<file path="src/rtl/sirq_pkg.sv">
package sirq_pkg;

    typedef enum logic [2:0] {
        ST_IDLE,
        ST_KICK,
        ST_START_LO,
        ST_START_TA,
        ST_DATA,
        ST_STOP_WAIT,
        ST_STOP_LO,
        ST_STOP_TA
    } sirq_state_t;

    typedef enum logic [1:0] {
        PH_SAMPLE,
        PH_RECOVER,
        PH_TURN
    } sirq_phase_t;

endpackage

</file>
<file path="src/rtl/sirq_slot_match.sv">
module sirq_slot_match #(
    parameter int NUM_LINES  = 4,
    parameter int NUM_FRAMES = 17,
    parameter int FRAME_W    = 5
) (
    input  logic [NUM_LINES*FRAME_W-1:0] frame_cfg,
    input  logic [FRAME_W-1:0]           frame_idx,
    input  logic                         sample_en,
    input  logic [NUM_LINES-1:0]         irq_lines,
    output logic [NUM_LINES-1:0]         line_en,
    output logic [NUM_LINES-1:0]         line_hit,
    output logic                         own_low
);
    localparam logic [FRAME_W-1:0] CODE_LIMIT = FRAME_W'(NUM_FRAMES);

    for (genvar i = 0; i < NUM_LINES; i++) begin : g_line
        logic [FRAME_W-1:0] code;
        assign code        = frame_cfg[i*FRAME_W +: FRAME_W];
        assign line_en[i]  = (code < CODE_LIMIT);
        assign line_hit[i] = line_en[i] && sample_en && (code == frame_idx);
    end

    assign own_low = |(line_hit & ~irq_lines);

endmodule

</file>
<file path="src/rtl/sirq_change_track.sv">
module sirq_change_track #(
    parameter int NUM_LINES = 4
) (
    input  logic                 clk,
    input  logic                 rst_n,
    input  logic [NUM_LINES-1:0] irq_lines,
    input  logic [NUM_LINES-1:0] line_en,
    input  logic [NUM_LINES-1:0] line_hit,
    output logic                 any_pending
);
    logic [NUM_LINES-1:0] reported;

    for (genvar i = 0; i < NUM_LINES; i++) begin : g_rep
        always_ff @(posedge clk) begin
            if (!rst_n) begin
                reported[i] <= 1'b1;
            end else if (line_hit[i]) begin
                reported[i] <= irq_lines[i];
            end
        end
    end

    assign any_pending = |(line_en & (irq_lines ^ reported));

endmodule

</file>
<file path="src/rtl/sirq_frame_engine.sv">
module sirq_frame_engine
    import sirq_pkg::*;
#(
    parameter int NUM_LINES  = 4,
    parameter int NUM_FRAMES = 17,
    parameter int FRAME_W    = $clog2(NUM_FRAMES + 1)
) (
    input  logic                         clk,
    input  logic                         rst_n,
    input  logic [NUM_LINES-1:0]         irq_lines,
    input  logic [NUM_LINES*FRAME_W-1:0] frame_cfg,
    input  logic                         sirq_in,
    output logic                         sirq_oe,
    output logic                         sirq_out
);
    localparam logic [FRAME_W-1:0] LAST_FRAME = FRAME_W'(NUM_FRAMES - 1);

    sirq_state_t          state, state_nx;
    sirq_phase_t          phase;
    logic [FRAME_W-1:0]   frame_idx;
    logic [1:0]           stop_cnt;
    logic                 cont_mode;
    logic                 drove_low;
    logic                 sample_en;
    logic                 own_low;
    logic                 any_pending;
    logic [NUM_LINES-1:0] line_en;
    logic [NUM_LINES-1:0] line_hit;

    assign sample_en = (state == ST_DATA) && (phase == PH_SAMPLE);

    sirq_slot_match #(
        .NUM_LINES (NUM_LINES),
        .NUM_FRAMES(NUM_FRAMES),
        .FRAME_W   (FRAME_W)
    ) u_match (
        .frame_cfg(frame_cfg),
        .frame_idx(frame_idx),
        .sample_en(sample_en),
        .irq_lines(irq_lines),
        .line_en  (line_en),
        .line_hit (line_hit),
        .own_low  (own_low)
    );

    sirq_change_track #(
        .NUM_LINES(NUM_LINES)
    ) u_track (
        .clk        (clk),
        .rst_n      (rst_n),
        .irq_lines  (irq_lines),
        .line_en    (line_en),
        .line_hit   (line_hit),
        .any_pending(any_pending)
    );

    // State register
    always_ff @(posedge clk) begin
        if (!rst_n) begin
            state <= ST_IDLE;
        end else begin
            state <= state_nx;
        end
    end

    // Next-state decode
    always_comb begin
        state_nx = state;
        unique case (state)
            ST_IDLE: begin
                if (!sirq_in) begin
                    state_nx = ST_START_LO;
                end else if (!cont_mode && any_pending) begin
                    state_nx = ST_KICK;
                end
            end
            ST_KICK:      state_nx = ST_START_LO;
            ST_START_LO:  if (sirq_in) state_nx = ST_START_TA;
            ST_START_TA:  state_nx = ST_DATA;
            ST_DATA: begin
                if (phase == PH_TURN && frame_idx == LAST_FRAME) begin
                    state_nx = ST_STOP_WAIT;
                end
            end
            ST_STOP_WAIT: if (!sirq_in) state_nx = ST_STOP_LO;
            ST_STOP_LO:   if (sirq_in) state_nx = ST_STOP_TA;
            ST_STOP_TA:   state_nx = ST_IDLE;
            default:      state_nx = ST_IDLE;
        endcase
    end

    // Frame position, stop-width counter and mode latch
    always_ff @(posedge clk) begin
        if (!rst_n) begin
            phase     <= PH_SAMPLE;
            frame_idx <= '0;
            stop_cnt  <= '0;
            cont_mode <= 1'b0;
            drove_low <= 1'b0;
        end else begin
            drove_low <= sample_en && own_low;
            if (state == ST_START_TA) begin
                phase     <= PH_SAMPLE;
                frame_idx <= '0;
            end else if (state == ST_DATA) begin
                unique case (phase)
                    PH_SAMPLE:  phase <= PH_RECOVER;
                    PH_RECOVER: phase <= PH_TURN;
                    default: begin
                        phase     <= PH_SAMPLE;
                        frame_idx <= frame_idx + 1'b1;
                    end
                endcase
            end
            if (state == ST_STOP_WAIT && !sirq_in) begin
                stop_cnt <= 2'd1;
            end else if (state == ST_STOP_LO) begin
                if (!sirq_in) begin
                    if (stop_cnt != 2'd3) stop_cnt <= stop_cnt + 1'b1;
                end else begin
                    cont_mode <= (stop_cnt == 2'd3);
                end
            end
        end
    end

    // Wire drive
    always_comb begin
        sirq_oe  = 1'b0;
        sirq_out = 1'b1;
        unique case (state)
            ST_KICK: begin
                sirq_oe  = 1'b1;
                sirq_out = 1'b0;
            end
            ST_DATA: begin
                if (phase == PH_SAMPLE && own_low) begin
                    sirq_oe  = 1'b1;
                    sirq_out = 1'b0;
                end else if (phase == PH_RECOVER && drove_low) begin
                    sirq_oe  = 1'b1;
                    sirq_out = 1'b1;
                end
            end
            default: begin
                sirq_oe  = 1'b0;
                sirq_out = 1'b1;
            end
        endcase
    end

endmodule

</file>
<file path="config.mk">
export PLATFORM = sky130hd
export DESIGN_NAME = sirq_frame_engine
export DESIGN_NICKNAME = d
export VERILOG_FILES = /design/src/rtl/sirq_pkg.sv /design/src/rtl/sirq_slot_match.sv /design/src/rtl/sirq_change_track.sv /design/src/rtl/sirq_frame_engine.sv
export SDC_FILE = /design/constraint.sdc
export NUM_CORES = 1
export LEC_CHECK = 0
export ABC_AREA = 0
export BUFFER_PORTS_ARGS = -buffer_cell sky130_fd_sc_hd__buf_2
export CAP_MARGIN = 10
export CORE_MARGIN = 3
export CORE_UTILIZATION = 50
export CTS_BUF_LIST = sky130_fd_sc_hd__clkbuf_8
export CTS_CLUSTER_SIZE = 16
export DETAILED_ROUTE_END_ITERATION = 8
export PLACE_DENSITY = 0.77
export SYNTH_ARGS = -nofsm -noshare
export SYNTH_HDL_FRONTEND = slang
export SYNTH_SLANG_ARGS = --single-unit
</file>
<file path="constraint.sdc">
create_clock -name clk -period 1.68 [get_ports clk]
set_input_delay 0.084 -clock clk [delete_from_list [all_inputs] [get_ports clk]]
set_output_delay 0.084 -clock clk [all_outputs]
set_load 0.005 [all_outputs]
</file>
==> summary.md, run 1 <==
| Metric | Value |
|---|---|
| Status | complete, but fails checks |
| Failing checks | negative setup slack |
| Sw frac | 29.0% |
| Vias per inst | 5.71 |
| Most frequent cells in the layout | buf_2, xnor2_1, buf_4 |
| Most common cell after layout, fill and taps aside | buf_2 |
| Mapped cell area | 1300 µm² |
| Met3 WL | 217 µm |
| Ys async rst share | 0% |
| Met1 WL | 1360 µm |
| Fillers | 178 |
| Metal2 WL | 1670 µm |
| Layout Nets | 231 |
| Sw Pwr | 0.299 mW |
| Synth Register Bits | 18 |
| DIE AREA | 3250 µm² |
| Initial antenna violation count | 0 |
| Syn Area/Cell | 8.23 µm² |
| I/O pin total | 29 |
| Worst hold path endpoint | u_track.reported[2] |
| Worst-skew pair later-pin latency | 0.25 ns |
| Detailed-route wire length | 3350 µm |
| Sequential Power Share | 43.4% |
| Hold path cells | 2 |
| CP arrival | 2.12 ns |
| Initial Utilization | 55.6% |
| Antenna-violating nets left | 0 |
| # diodes | 0 |
| Slowest-stage cell, CP | or3_4 |
| Worst R2R End | drove_low |
| Ys Warns | 0 |
| Slew @ Worst Pin | 0.527 ns |
| First-iteration detailed-routing DRC count | 56 |
| Max layer used | met4 |
| P_int | 0.733 mW |
| Vias in the first global route | 1301 |
| Clk_skew | 0.00260 ns |
| Longest Clk Path Bufs | 2 |
| Root buf cell | clkbuf_8 |
| Setup TNS | -1.90 ns |
| Pin count of the biggest net entering global routing | 12 |
| Die Wd | 57.0 µm |
| Slew Limit Fails | 0 |
| Average wire per standard cell | 14.8 µm |
| Worst R2R Start | state[1] |
| DRC | 0 |
| Hold Path Class | input pin to flip-flop |
| Slack of the critical path | -0.522 ns |
| Leak pwr | 0.671 nW |
| Row count | 17 |
| GP Congestion | 0.881 |
| Synth-to-Final Area Change | 29.2% |
| Maximum VDD drop | 0.478 mV |
| Die H | 57.0 µm |
| Total power | 1.03 mW |
| Post-synth top area share | 27.7% |
| Count of input and output buffers | 28 |
| Clock power share | 28.8% |
| Num CTS Buffers | 3 |
| Vias | 1296 |
| CP Max Fanout | 7 |
| Hold_buf cts | 0 |
| Combinational share of power | 27.8% |
| Seq/Total Area, Yosys | 27.7% |
| R2R depth | 7 |
| CTS sink count | 18 |
| FMAX | 0.454 GHz |
| Top post-synthesis cells by area | dfxtp_1, xnor2_1, nor4_4 |
| Synth Flop Type | dfxtp_1 |
| Pwr dens | 615 nW/µm² |
| GR Overflow Total | 0 |
| Setup Viol. Count Final | 7 |
| Global Route Usage Sum | 22.6% |
| Number of synthesized flops with an enable pin | 0 |
| Critical-path cell list | or3b_4 > or3_4 > nor4_4 > nor3_2 > and2_1 > buf_2 |
| Reg2reg setup slack | -0.31 ns |
| Post-synth cell types | 36 |
| Htree depth | 1 |
| Top cell type by total area after synthesis | dfxtp_1 |
| CP peak stage delay | 0.43 ns |
| Hold_ws | 0.118 ns |
| Final worst path period share | 131% |
| CP Data Required Time | 1.60 ns |
| Launch point of the worst hold path | rst_n |
| Post-route cell area | 1680 µm² |
| Critical path launch point type | flip-flop |
| Final HPWL DP | 2530 µm |
| CTS tree | yes |
| Final hold viol count | 0 |
| Max_slew headroom | 64.6% |
| DR pass1 iterations | 4 |
| Ratio of cells with drive above 1 in the final layout | 34.2% |
| Mapped Cells | 158 |
| Syn Nets | 188 |
| Minimum clock period | 2.20 ns |
| Setup crit end kind | output port |
| Clock transition at path regs | 0.06 ns |
| Post-DP Area | 1570 µm² |
| Max Cap Viol | 0 |
| First-pass GRT wire length | 5750 µm |
| RSZ-0062 raised after global routing | true |
| Placeable core area | 2340 µm² |
| WS Path Type | flip-flop to output port |
## cells by family after synthesis
family | after synthesis | synth area share, %
xor+xnor | 29 | 19.5
mux | 3 | 2.31
compound gates | 25 | 12.2
fa+ha+maj | 3 | 2.89
simple gates | 64 | 30.1
buf+inv | 16 | 5.20
flops | 18 | 27.7
## critical path: cells and delay by family (launching register included)
kind	cells	cell delay, ns
buffers and inverters	1	0.12
DFF	1	0.32
and+or+nand+nor	5	1.42
## registers in the layout (all words and copies together), names as in the netlist
register,cells
phase,2
cont_mode,1
stop_cnt,2
frame_idx,5
u_track.reported,4
state,3
drove_low,1
## layout make-up
class,count,area (µm²),share of cell area [%]
multi-input cells,124,918,54.7
flip-flops and latches,18,364,21.7
repair buffers,49,302,18.0
clock buffers,3,41.3,2.46
well taps,28,35.0,2.09
inverters,5,18.8,1.12
## layer usage
layer  vias to the layer above  track usage [%]
li1                        644                -
met3                        11             4.75
met4                         0             10.6
met5                         -                0
met1                       595             26.7
met2                        46             38.8
## how the worst max path moves through the flow
stage,end,cells after the start,from
floorplan,sirq_out,6,state[1]
global placement,sirq_out,7,state[1]
detailed placement,sirq_out,7,state[1]
CTS,sirq_out,7,state[1]
global route,sirq_out,6,state[1]
finish,sirq_out,6,state[1]
## cells in the mapped netlist, types with 2 or more instances
| cell type | number |
|---|---|
| mux2i_1 | 3 |
| xnor2_1 | 21 |
| o21ai_0 | 5 |
| nand3_1 | 5 |
| nor4_4 | 4 |
| ha_1 | 3 |
| clkbuf_1 | 10 |
| nor4_1 | 2 |
| nor3_1 | 8 |
| xor2_1 | 8 |
| nor2_1 | 15 |
| a21oi_1 | 4 |
| nand4_1 | 5 |
| and2_1 | 2 |
| o41ai_1 | 4 |
| nor3b_1 | 2 |
| dfxtp_1 | 18 |
| inv_1 | 5 |
| nand2b_1 | 2 |
| nand2_1 | 12 |
| o21ai_1 | 5 |
## what timing repair did
item	in CTS	in global routing
buffers inserted	2	1
pin swaps	2	6
cloned	0	0
hold endpoints to repair	0	0
setup endpoints to repair	7	8
gates resized for setup	7	9
## metrics by stage
stage                     setup slack (ns)  instances  utilization (%)
after floorplan                     -0.109        158                -
after global placement              -0.240        222             67.1
after detailed placement            -0.282        222             67.1
after CTS                           -0.524        227             70.9
after global routing                -0.601        227             71.8
final                               -0.522        227             71.8
## power groups by stage
stage	combinational, mW	clock [mW]	sequential, mW
finish	0.287	0.297	0.448
global route	0.315	0.328	0.450
CTS	0.272	0.301	0.445
detailed placement	0.261	0	0.454
global placement	0.254	0	0.453
floorplan	0.147	0	0.455
No activity file was read; power rests on OpenSTA's default activity.
==> run 2, diff against run 1 <==
==> constraint.sdc (replaced) <==
create_clock -name clk -period 1.68 [get_ports clk]
set_input_delay 0.084 -clock clk [delete_from_list [all_inputs] [get_ports clk]]
set_output_delay 0.084 -clock clk [all_outputs]
set_load 0.05 [all_outputs]
==> run 2 against run 1 <==
The run still ends with negative setup slack left; utilization up 7.1 points; sequential power barely moved; maximum frequency fell by 4.5%.
==> summary.md, run 2 (synthesis gave the netlist of run 1 again) <==
| Metric | Value |
|---|---|
| Status | complete, but fails checks |
| Failing checks | negative setup slack |
| CP Data Required Time | 1.60 ns |
| Ratio of cells with drive above 1 in the final layout | 39.7% |
| RSZ-0062 raised after global routing | true |
| Detailed-route wire length | 4440 µm |
| P_int | 0.800 mW |
| Leak pwr | 0.755 nW |
| Average wire per standard cell | 18.7 µm |
| CTS tree | yes |
| Slack of the critical path | -0.626 ns |
| Critical path launch point type | flip-flop |
| R2R depth | 7 |
| Sequential Power Share | 38.4% |
| Worst hold path endpoint | u_track.reported[3] |
| Synth-to-Final Area Change | 41.9% |
| Max_slew headroom | 65.4% |
| Hold_buf cts | 0 |
| GR Overflow Total | 0 |
| WS Path Type | flip-flop to output port |
| Placeable core area | 2340 µm² |
| GP Congestion | 0.839 |
| Layout Nets | 240 |
| Final worst path period share | 137% |
| Total power | 1.16 mW |
| Fillers | 143 |
| I/O pin total | 29 |
| Clock power share | 31.0% |
| Root buf cell | clkbuf_8 |
| DIE AREA | 3250 µm² |
| Die H | 57.0 µm |
| Slew Limit Fails | 0 |
| Count of input and output buffers | 28 |
| DR pass1 iterations | 4 |
| Hold path cells | 2 |
| Metal2 WL | 2190 µm |
| Max FFs per register | 5 |
| Largest regs | frame_idx x5, u_track.reported x4, state x3 |
| Pwr dens | 629 nW/µm² |
| FMAX | 0.434 GHz |
| Hold Path Class | input pin to flip-flop |
| Global Route Usage Sum | 25.7% |
| Slew @ Worst Pin | 0.515 ns |
| Most common cell after layout, fill and taps aside | buf_2 |
| Worst R2R Start | state[1] |
| Most flops, register | frame_idx |
| Combinational share of power | 30.6% |
| Die Wd | 57.0 µm |
| Post-DP Area | 1650 µm² |
| Antenna-violating nets left | 0 |
| Launch point of the worst hold path | rst_n |
| Worst R2R End | drove_low |
| Minimum clock period | 2.31 ns |
| Vias per inst | 6.10 |
| First-pass GRT wire length | 6490 µm |
| CP Max Fanout | 6 |
| Met3 WL | 318 µm |
| CTS sink count | 18 |
| # diodes | 0 |
| Met1 WL | 1740 µm |
| Max Cap Viol | 0 |
| Num CTS Buffers | 3 |
| First-iteration detailed-routing DRC count | 164 |
| Sw Pwr | 0.359 mW |
| Post-route cell area | 1840 µm² |
| Worst-skew pair later-pin latency | 0.26 ns |
| Pin count of the biggest net entering global routing | 12 |
| Reg2reg setup slack | -0.35 ns |
| Initial Utilization | 55.6% |
| Final hold viol count | 0 |
| Setup Viol. Count Final | 7 |
| Sw frac | 31.0% |
| Final HPWL DP | 2880 µm |
| Clock transition at path regs | 0.07 ns |
| Initial antenna violation count | 0 |
| Row count | 17 |
| Setup crit end kind | output port |
| CP arrival | 2.22 ns |
| Vias in the first global route | 1385 |
| DRC | 0 |
| Htree depth | 1 |
| Layout Utilization | 78.8% |
| Vias | 1445 |
| Max layer used | met4 |
| Longest Clk Path Bufs | 2 |
| Most frequent cells in the layout | buf_2, buf_4, xnor2_1 |
| Clk_skew | 0.0103 ns |
| Maximum VDD drop | 0.750 mV |
-- run 2: cell count changes in the layout (fill, tap and decap cells not counted), sizes merged --
cell    previous run  this run
clkbuf             3         4
buf               49        58
-- run 2: metal layers --
metal / up-vias / global-route usage, %
met3: 23 / 6.79
met2: 84 / 43.9
met5: - / 0
li1: 661 / -
met4: 0 / 11.6
met1: 677 / 30.1
-- run 2: critical path, stage by stage, from the launching register on --
cell	delay [ns]
dfxtp_2	0.32
or3b_1	0.39
or3_1	0.33
buf_6	0.16
nor4_4	0.36
nor3_4	0.11
and2_4	0.16
buf_6	0.14
-- run 2: power by group through the flow --
stage	combinational [mW]	sequential (mW)	clock, mW
after global placement	0.289	0.453	0
after global routing	0.374	0.447	0.383
after CTS	0.328	0.445	0.360
final	0.354	0.446	0.359
after floorplan	0.181	0.455	0
after detailed placement	0.302	0.454	0
-- run 2: area by class of cell --
class / count / area [µm²] / share of cell area [%]
Multi-Input combinational cell: 124 / 960 / 52.0
Timing Repair Buffer: 58 / 409 / 22.2
Sequential cell: 18 / 367 / 19.9
Clock buffer: 4 / 55.1 / 2.99
Tap cell: 28 / 35.0 / 1.90
Inverter: 5 / 18.8 / 1.02
-- run 2: what timing repair did --
action / in CTS / in global routing
setup buffers: 3 / 6
pin swaps: 5 / 9
gates resized for setup: 11 / 16
hold endpoints to repair: 0 / 0
setup endpoints to repair: 9 / 9
-- run 2: through the flow --
| stage | TNS, ns | instances | hold WS [ns] | setup slack (ns) |
|---|---|---|---|---|
| floorplan | -0.385 | 158 | 0.253 | -0.172 |
| global placement | -1.19 | 228 | 0.369 | -0.306 |
| detailed placement | -1.43 | 228 | 0.374 | -0.332 |
| CTS | -1.98 | 235 | 0.108 | -0.539 |
| global route | -3.00 | 237 | 0.108 | -0.659 |
| finish | -2.62 | 237 | 0.111 | -0.626 |
-- run 2: worst max-delay path by stage --
stage	startpoint	endpoint	slack, ns	cells after the start
6_report	state[1]	sirq_out	-0.63	7
5_1_grt	state[1]	sirq_out	-0.66	7
3_3_place_gp	state[1]	sirq_out	-0.31	7
4_1_cts	state[1]	sirq_out	-0.54	7
2_1_floorplan	state[1]	sirq_out	-0.17	6
3_5_place_dp	state[2]	sirq_out	-0.33	7
